--- config.mk ---
export PLATFORM = sky130hd
export DESIGN_NAME = dc_wt_cache
export DESIGN_NICKNAME = d
export VERILOG_FILES = /design/src/rtl/dc_pkg.sv /design/src/rtl/dc_ctl_reg.sv /design/src/rtl/dc_tag_store.sv /design/src/rtl/dc_data_ram.sv /design/src/rtl/dc_wt_cache.sv
export SDC_FILE = /design/constraint.sdc
export NUM_CORES = 2
export LEC_CHECK = 0
export ABC_AREA = 1
export BUFFER_PORTS_ARGS = -buffer_cell sky130_fd_sc_hd__buf_2
export CAP_MARGIN = 20
export CORE_MARGIN = 1.5
export CORE_UTILIZATION = 40
export CTS_CLUSTER_DIAMETER = 40
export DETAILED_ROUTE_END_ITERATION = 7
export SYNTH_ARGS = -nofsm -noshare
export SYNTH_HDL_FRONTEND = slang
export SYNTH_SLANG_ARGS = --single-unit
--- constraint.sdc ---
create_clock -name clk -period 4.87 [get_ports clk]
set_input_delay 0.487 -clock clk [delete_from_list [all_inputs] [get_ports clk]]
set_output_delay 0.487 -clock clk [all_outputs]
set_load 0.02 [all_outputs]
--- src/rtl/dc_pkg.sv ---
package dc_pkg;
  localparam int BIT_EI  = 0;
  localparam int BIT_FI  = 1;
  localparam int BIT_CEI = 2;
  localparam int BIT_CI  = 3;
  localparam int BIT_IBE = 4;
  localparam int BIT_ED  = 8;
  localparam int BIT_FD  = 9;
  localparam int BIT_CED = 10;
  localparam int BIT_CD  = 11;
  localparam int BIT_DBE = 12;
  localparam int BIT_WA  = 13;

  // Bits that hold state; command bits and unused bits are never stored.
  localparam logic [31:0] KEEP_MASK =
      (32'd1 << BIT_EI) | (32'd1 << BIT_FI) | (32'd1 << BIT_IBE) |
      (32'd1 << BIT_ED) | (32'd1 << BIT_FD) | (32'd1 << BIT_DBE) |
      (32'd1 << BIT_WA);

  typedef struct packed {
    logic en;
    logic frz;
    logic burst;
    logic walloc;
  } dc_mode_t;

  typedef enum logic [1:0] {ST_IDLE, ST_LOOK, ST_FETCH, ST_WRITE} dc_state_t;
endpackage

--- src/rtl/dc_ctl_reg.sv ---
module dc_ctl_reg
  import dc_pkg::*;
(
  input  logic        clk,
  input  logic        rst,
  input  logic        ctl_we,
  input  logic [31:0] ctl_wdata,
  output logic [31:0] ctl_rdata,
  output dc_mode_t    mode,
  output logic        clr_all,
  output logic        clr_line
);
  logic [31:0] reg_q;

  always_ff @(posedge clk) begin
    if (rst)         reg_q <= '0;
    else if (ctl_we) reg_q <= ctl_wdata & KEEP_MASK;
  end

  assign ctl_rdata   = reg_q;
  assign mode.en     = reg_q[BIT_ED];
  assign mode.frz    = reg_q[BIT_FD];
  assign mode.burst  = reg_q[BIT_DBE];
  assign mode.walloc = reg_q[BIT_WA];
  // Commands act at the edge that writes them and are never stored.
  assign clr_all  = ctl_we & ctl_wdata[BIT_CD];
  assign clr_line = ctl_we & ctl_wdata[BIT_CED];
endmodule

--- src/rtl/dc_tag_store.sv ---
module dc_tag_store #(
  parameter int LINES = 16,
  parameter int WORDS = 4,
  parameter int TAGW  = 24,
  localparam int IDXW = $clog2(LINES),
  localparam int OFFW = $clog2(WORDS)
) (
  input  logic            clk,
  input  logic            rst,
  input  logic            clr_all,
  input  logic            clr_line,
  input  logic [IDXW-1:0] clr_idx,
  input  logic [IDXW-1:0] lk_idx,
  input  logic [OFFW-1:0] lk_off,
  input  logic [TAGW-1:0] lk_tag,
  output logic            hit,
  input  logic            upd_en,
  input  logic [IDXW-1:0] upd_idx,
  input  logic [TAGW-1:0] upd_tag,
  input  logic [WORDS-1:0] upd_mask
);
  logic [WORDS-1:0] valid_q [LINES];
  logic [TAGW-1:0]  tag_q   [LINES];

  for (genvar l = 0; l < LINES; l++) begin : g_line
    always_ff @(posedge clk) begin
      if (rst || clr_all || (clr_line && clr_idx == IDXW'(l))) begin
        valid_q[l] <= '0;
      end else if (upd_en && upd_idx == IDXW'(l)) begin
        tag_q[l]   <= upd_tag;
        // A new tag discards what the line held; the same tag accumulates.
        valid_q[l] <= ((tag_q[l] == upd_tag) ? valid_q[l] : '0) | upd_mask;
      end
    end
  end

  assign hit = valid_q[lk_idx][lk_off] && (tag_q[lk_idx] == lk_tag);
endmodule

--- src/rtl/dc_data_ram.sv ---
module dc_data_ram #(
  parameter int DEPTH = 64,
  parameter int DW    = 32,
  localparam int AW   = $clog2(DEPTH)
) (
  input  logic          clk,
  input  logic          we,
  input  logic [AW-1:0] waddr,
  input  logic [DW-1:0] wdata,
  input  logic [AW-1:0] raddr,
  output logic [DW-1:0] rdata
);
  logic [DW-1:0] mem_q [DEPTH];

  always_ff @(posedge clk) begin
    if (we) mem_q[waddr] <= wdata;
    rdata <= mem_q[raddr];
  end
endmodule

--- src/rtl/dc_wt_cache.sv ---
module dc_wt_cache
  import dc_pkg::*;
#(
  parameter int LINES = 16,
  parameter int WORDS = 4,
  parameter int AW    = 32,
  parameter int DW    = 32,
  localparam int IDXW  = $clog2(LINES),
  localparam int OFFW  = $clog2(WORDS),
  localparam int BYTEW = $clog2(DW / 8),
  localparam int TAGW  = AW - BYTEW - OFFW - IDXW
) (
  input  logic            clk,
  input  logic            rst,
  input  logic            ctl_we,
  input  logic [31:0]     ctl_wdata,
  input  logic [IDXW-1:0] ctl_entry,
  output logic [31:0]     ctl_rdata,
  input  logic            req_valid,
  output logic            req_ready,
  input  logic            req_we,
  input  logic [AW-1:0]   req_addr,
  input  logic [DW-1:0]   req_wdata,
  output logic            rsp_valid,
  output logic [DW-1:0]   rsp_rdata,
  output logic            mem_req,
  output logic            mem_we,
  output logic            mem_burst,
  output logic [AW-1:0]   mem_addr,
  output logic [DW-1:0]   mem_wdata,
  input  logic            mem_ack,
  input  logic [DW-1:0]   mem_rdata
);
  localparam int RAMAW = IDXW + OFFW;
  localparam logic [AW-1:0] WORD_MASK = AW'((1 << BYTEW) - 1);
  localparam logic [AW-1:0] LINE_MASK = AW'((1 << (BYTEW + OFFW)) - 1);
  localparam logic [OFFW-1:0] LAST_BEAT = OFFW'(WORDS - 1);

  dc_mode_t  mode;
  logic      clr_all, clr_line;
  dc_state_t state_q;
  logic            a_we_q, burst_q, fill_q;
  logic [AW-1:0]   a_addr_q;
  logic [DW-1:0]   a_wdata_q;
  logic [OFFW-1:0] beat_q;
  logic [IDXW-1:0] a_idx;
  logic [OFFW-1:0] a_off;
  logic [TAGW-1:0] a_tag;
  logic            hit, cache_wr, use_burst;
  logic            ram_we, upd_en;
  logic [OFFW-1:0] upd_off;
  logic [DW-1:0]   ram_wdata, ram_q;

  dc_ctl_reg u_ctl (
    .clk, .rst, .ctl_we, .ctl_wdata, .ctl_rdata,
    .mode, .clr_all, .clr_line
  );

  assign a_off = a_addr_q[BYTEW +: OFFW];
  assign a_idx = a_addr_q[BYTEW + OFFW +: IDXW];
  assign a_tag = a_addr_q[AW-1 -: TAGW];

  assign req_ready = (state_q == ST_IDLE);
  assign cache_wr  = mode.en && (hit || (mode.walloc && !mode.frz));
  assign use_burst = mode.en && !mode.frz && mode.burst;

  // One write port shared by store updates (lookup cycle) and fills (beats).
  always_comb begin
    ram_we    = 1'b0;
    upd_off   = a_off;
    ram_wdata = a_wdata_q;
    if (state_q == ST_LOOK && a_we_q && cache_wr) begin
      ram_we = 1'b1;
    end else if (state_q == ST_FETCH && mem_ack && fill_q) begin
      ram_we    = 1'b1;
      upd_off   = burst_q ? beat_q : a_off;
      ram_wdata = mem_rdata;
    end
  end
  assign upd_en = ram_we;

  dc_tag_store #(.LINES(LINES), .WORDS(WORDS), .TAGW(TAGW)) u_tags (
    .clk, .rst, .clr_all, .clr_line, .clr_idx(ctl_entry),
    .lk_idx(a_idx), .lk_off(a_off), .lk_tag(a_tag), .hit,
    .upd_en, .upd_idx(a_idx), .upd_tag(a_tag),
    .upd_mask(WORDS'(1) << upd_off)
  );

  dc_data_ram #(.DEPTH(LINES * WORDS), .DW(DW)) u_ram (
    .clk, .we(ram_we), .waddr({a_idx, upd_off}), .wdata(ram_wdata),
    .raddr(req_addr[BYTEW +: RAMAW]), .rdata(ram_q)
  );

  always_ff @(posedge clk) begin
    if (rst) begin
      state_q   <= ST_IDLE;
      rsp_valid <= 1'b0;
      rsp_rdata <= '0;
      mem_req   <= 1'b0;
      mem_we    <= 1'b0;
      mem_burst <= 1'b0;
      mem_addr  <= '0;
      mem_wdata <= '0;
      a_we_q    <= 1'b0;
      a_addr_q  <= '0;
      a_wdata_q <= '0;
      beat_q    <= '0;
      burst_q   <= 1'b0;
      fill_q    <= 1'b0;
    end else begin
      rsp_valid <= 1'b0;
      unique case (state_q)
        ST_IDLE: if (req_valid) begin
          a_we_q    <= req_we;
          a_addr_q  <= req_addr;
          a_wdata_q <= req_wdata;
          state_q   <= ST_LOOK;
        end
        ST_LOOK: begin
          if (a_we_q) begin
            mem_req   <= 1'b1;
            mem_we    <= 1'b1;
            mem_burst <= 1'b0;
            mem_addr  <= a_addr_q & ~WORD_MASK;
            mem_wdata <= a_wdata_q;
            state_q   <= ST_WRITE;
          end else if (mode.en && hit) begin
            rsp_valid <= 1'b1;
            rsp_rdata <= ram_q;
            state_q   <= ST_IDLE;
          end else begin
            mem_req   <= 1'b1;
            mem_we    <= 1'b0;
            mem_burst <= use_burst;
            mem_addr  <= a_addr_q & ~(use_burst ? LINE_MASK : WORD_MASK);
            burst_q   <= use_burst;
            fill_q    <= mode.en && !mode.frz;
            beat_q    <= '0;
            state_q   <= ST_FETCH;
          end
        end
        ST_FETCH: if (mem_ack) begin
          if (!burst_q || beat_q == a_off) begin
            rsp_valid <= 1'b1;
            rsp_rdata <= mem_rdata;
          end
          if (!burst_q || beat_q == LAST_BEAT) begin
            mem_req   <= 1'b0;
            mem_burst <= 1'b0;
            state_q   <= ST_IDLE;
          end
          beat_q <= beat_q + 1'b1;
        end
        ST_WRITE: if (mem_ack) begin
          mem_req   <= 1'b0;
          mem_we    <= 1'b0;
          rsp_valid <= 1'b1;
          state_q   <= ST_IDLE;
        end
        default: state_q <= ST_IDLE;
      endcase
    end
  end
endmodule

==> summary.md <==
| Metric | Value |
|---|---|
| Worst setup SP type | `register` |
| FMAX | `0.2174 GHz` |
| First-pass iteration count of the detailed router | `6` |
| Worst-path maximum fanout | `45` |
| DR vias/cell | `5.775` |
| Detailed Route Iter0 Violations | `11,025` |
| Largest net degree at the start of global routing | `139` |
| Detail Route Antenna Nets | `0` |
| Max stage delay cell, worst path | `inv_4` |
| Post-synth ARST share | `0` |
| # IOs | `271` |
| Clock buffer depth | `4` |
| # H-tree levels | `5` |
| Final Skew | `86.44 ps` |
| Setup violation total in the final timing report | `0` |
| Max-Cap Viols | `0` |
| CTS clk-pin slew, worst paths | `50 ps` |
| Cts bufs inserted | `378` |
| Crit-path most repeated cell | `nand2_1` |
| Worst min path class | `primary input to register` |
| Worst slew margin | `0.1704` |
| Nets | `10,132` |
| Worst skew pair latency | `960 ps` |
| HP Start | `req_addr[24]` |
| Synth Flop Type | `edfxtp_1` |
| Syn-to-layout area delta | `19.56%` |
| Die Footprint | `283,500 um2` |
| Setup TNS | `0 ps` |
| Core area | `279,100 um2` |
| Die Y | `532.5 um` |
| R2R setup slack | `270 ps` |
| Register Area | `79,170 um2` |
| Die W | `532.5 um` |
| Placer congestion estimate | `0.8928` |
| Vias | `81,159` |
| RSZ-0062 raised after global routing | `no` |
| Synth top area share | `0.6683` |
| Remaining global-route overflow | `0` |
| Total GRT Usage | `0.2520` |
| Critical Path Sink Type | `register` |
| Final Power | `64.31 mW` |
| PwrDens | `479.7 nW/um2` |
| Layout cell share with drive strength beyond 1 | `0.1319` |
| Detail Placement HPWL | `220.3 mm` |
| Final worst path period share | `0.9444` |
| Total wire length | `368.9 mm` |
| Synth warn | `0` |
| Antenna violations before repair | `30` |
| Detailed-route DRC error count | `0` |
| Largest area contributor in the netlist | `edfxtp_1` |
| Max-slew violations | `0` |
| Min Hold Slack | `52.88 ps` |
| Synth unique cells | `44` |
| Hold Fails Final Rpt | `0` |
| Clock sinks | `2,706` |
| Row Count | `194` |
| Input/output buffers | `218` |
| Worst-path cell chain | `inv_4, buf_12, buf_12, nor2_1, o21ai_0, nand3_1, nand3_1, nand3b_1, nand2_1, nand2_1, nor2_1, nand2_1, nor2_1, nand2_1, nand2_1, nand2_1, nand2_2, buf_4, nand3_2, nor2_4, buf_12` |
| VDD IR max | `0.3280 mV` |
| Most instantiated cells after synthesis | `2,496 x edfxtp_1, 1,883 x nor2_1, 1,582 x o21ai_0` |
| Max stage delay on crit path | `460 ps` |
| Avg Inst Size Synth | `11.62 um2` |
| Leakage | `46.52 nW` |
| Multi-input gate area | `29,790 um2` |
| Worst Tran Pin Value | `1233 ps` |
| EDFF count, synth | `2,496` |
| Vias in the first global route | `76,497` |
| Crit path DAT | `5170 ps` |
| Post-Syn Area | `112,100 um2` |
| Layout filler cell count | `24,434` |
| Initial Util | `0.4017` |
| Most common cell in the netlist | `edfxtp_1` |
| Flops & latches, synth | `2,706` |
| Drt wl/cell | `26.25 um` |
| Crit path time final | `4599 ps` |
| Clk root buf | `clkbuf_16` |
| Dominant cells by area after synthesis | `edfxtp_1 67%, o21ai_0 7.1%, nor2_1 6.3%, dfxtp_1 3.7%, o22ai_1 3.6%` |
| First-pass GRT wire length | `528.7 mm` |
| Post-Syn Instances | `9,654` |
| Outcome | `completed` |
| CP Class | `register to register` |
| Postcts setup bufs | `0` |
| Required @ worst endpoint | `5440 ps` |
| Register area share after synthesis | `0.7058` |
| CTS tree | `done` |
## layer usage
layer / track usage / part of all wire
met5: 0 / 0.000073
met4: 0.1229 / 0.051
met3: 0.03983 / 0.098
met2: 0.3925 / 0.46
met1: 0.3441 / 0.39
## registers in the layout, summed over array words and instances (netlist names), 2 cells and up, named ones only
signal           count
u_tags.tag_q       384
beat_q               2
a_wdata_q           32
u_ram.rdata         32
state_q              2
u_tags.valid_q      64
mem_addr            30
u_ctl.ctl_rdata      7
rsp_rdata           32
u_ram.mem_q       2048
a_addr_q            30
mem_wdata           32
## critical path: cells and delay by family, from the launching register on
kind / cells / cell delay, ps
flops: 1 / 340
buf+inv: 5 / 1480
compound gates: 1 / 80
simple gates: 15 / 2220
## path summary, 6_finish.rpt
check | endpoint | cells past startpoint
worst max-delay path | u_ram.mem_q[57][22] | 21
worst min-delay path | a_addr_q[24] | 3
worst max register to register | u_ram.mem_q[57][22] | 21
worst min register to register | rsp_rdata[28] | 2
## repair_timing
item	4_1_cts	5_1_grt
resized for setup	0	0
hold buffers	63	0
endpoints found under the hold margin	63	0
## kinds of logic (layout without fill, tap and decap cells)
| kind of cell | Yosys count | count (layout) | share of synthesized area |
|---|---|---|---|
| simple gates | 3096 | 3096 | 0.1116 |
| flops | 2706 | 2706 | 0.7058 |
| compound gates | 2536 | 2536 | 0.1242 |
| buf+inv | 1046 | 1686 | 0.03729 |
| xor+xnor | 268 | 268 | 0.02093 |
| fa+ha+maj | 1 | 1 | 0.0001116 |
| other cells | 1 | 36 | 0.00003344 |
## layout make-up
type / instances / share of cell area
flip-flops and latches: 2706 / 0.5905
multi-input cells: 5928 / 0.2222
clock buffers: 421 / 0.07268
repair buffers: 637 / 0.04346
well taps: 3724 / 0.03475
clock inverters: 286 / 0.02648
inverters: 342 / 0.009836
diodes: 9 / 0.0001680
## through the flow
stage | cells | area [um2] | util | worst slack [ps]
2_1_floorplan | 9680 | 112200 | - | 260.7
3_3_place_gp | 13265 | 120000 | 0.4298 | 362.0
3_5_place_dp | 13270 | 120100 | 0.4302 | 337.5
4_1_cts | 14040 | 134000 | 0.4800 | 291.0
5_1_grt | 14046 | 134100 | 0.4803 | 13.11
6_report | 14053 | 134100 | 0.4803 | 270.6
## where the power goes
part / leakage [nW] / internal (mW) / switching (mW) / total (mW)
clock: 6.29 / 17.3 / 11.1 / 28.4
sequential: 24.7 / 26.9 / 0.384 / 27.3
combinational: 15.5 / 2.11 / 6.53 / 8.64
total: 46.5 / 46.3 / 18.0 / 64.3
## cell usage in the layout, fill, tap and decap left out, drive strengths merged, types with 27 or more instances in the layout
cell type    instances
nand3              302
nor4                34
edfxtp            2496
o22ai              651
nand2              745
buf                571
o211ai              51
clkinv             144
dlygate4sd3         63
conb                27
clkbuf             423
bufinv              48
nand4               91
xor2               196
inv                380
nor2              1883
o21ai             1604
a21oi              149
xnor2               72
clkinvlp            56
dfxtp              210
Note: power is estimated with default switching activity, not from simulation.
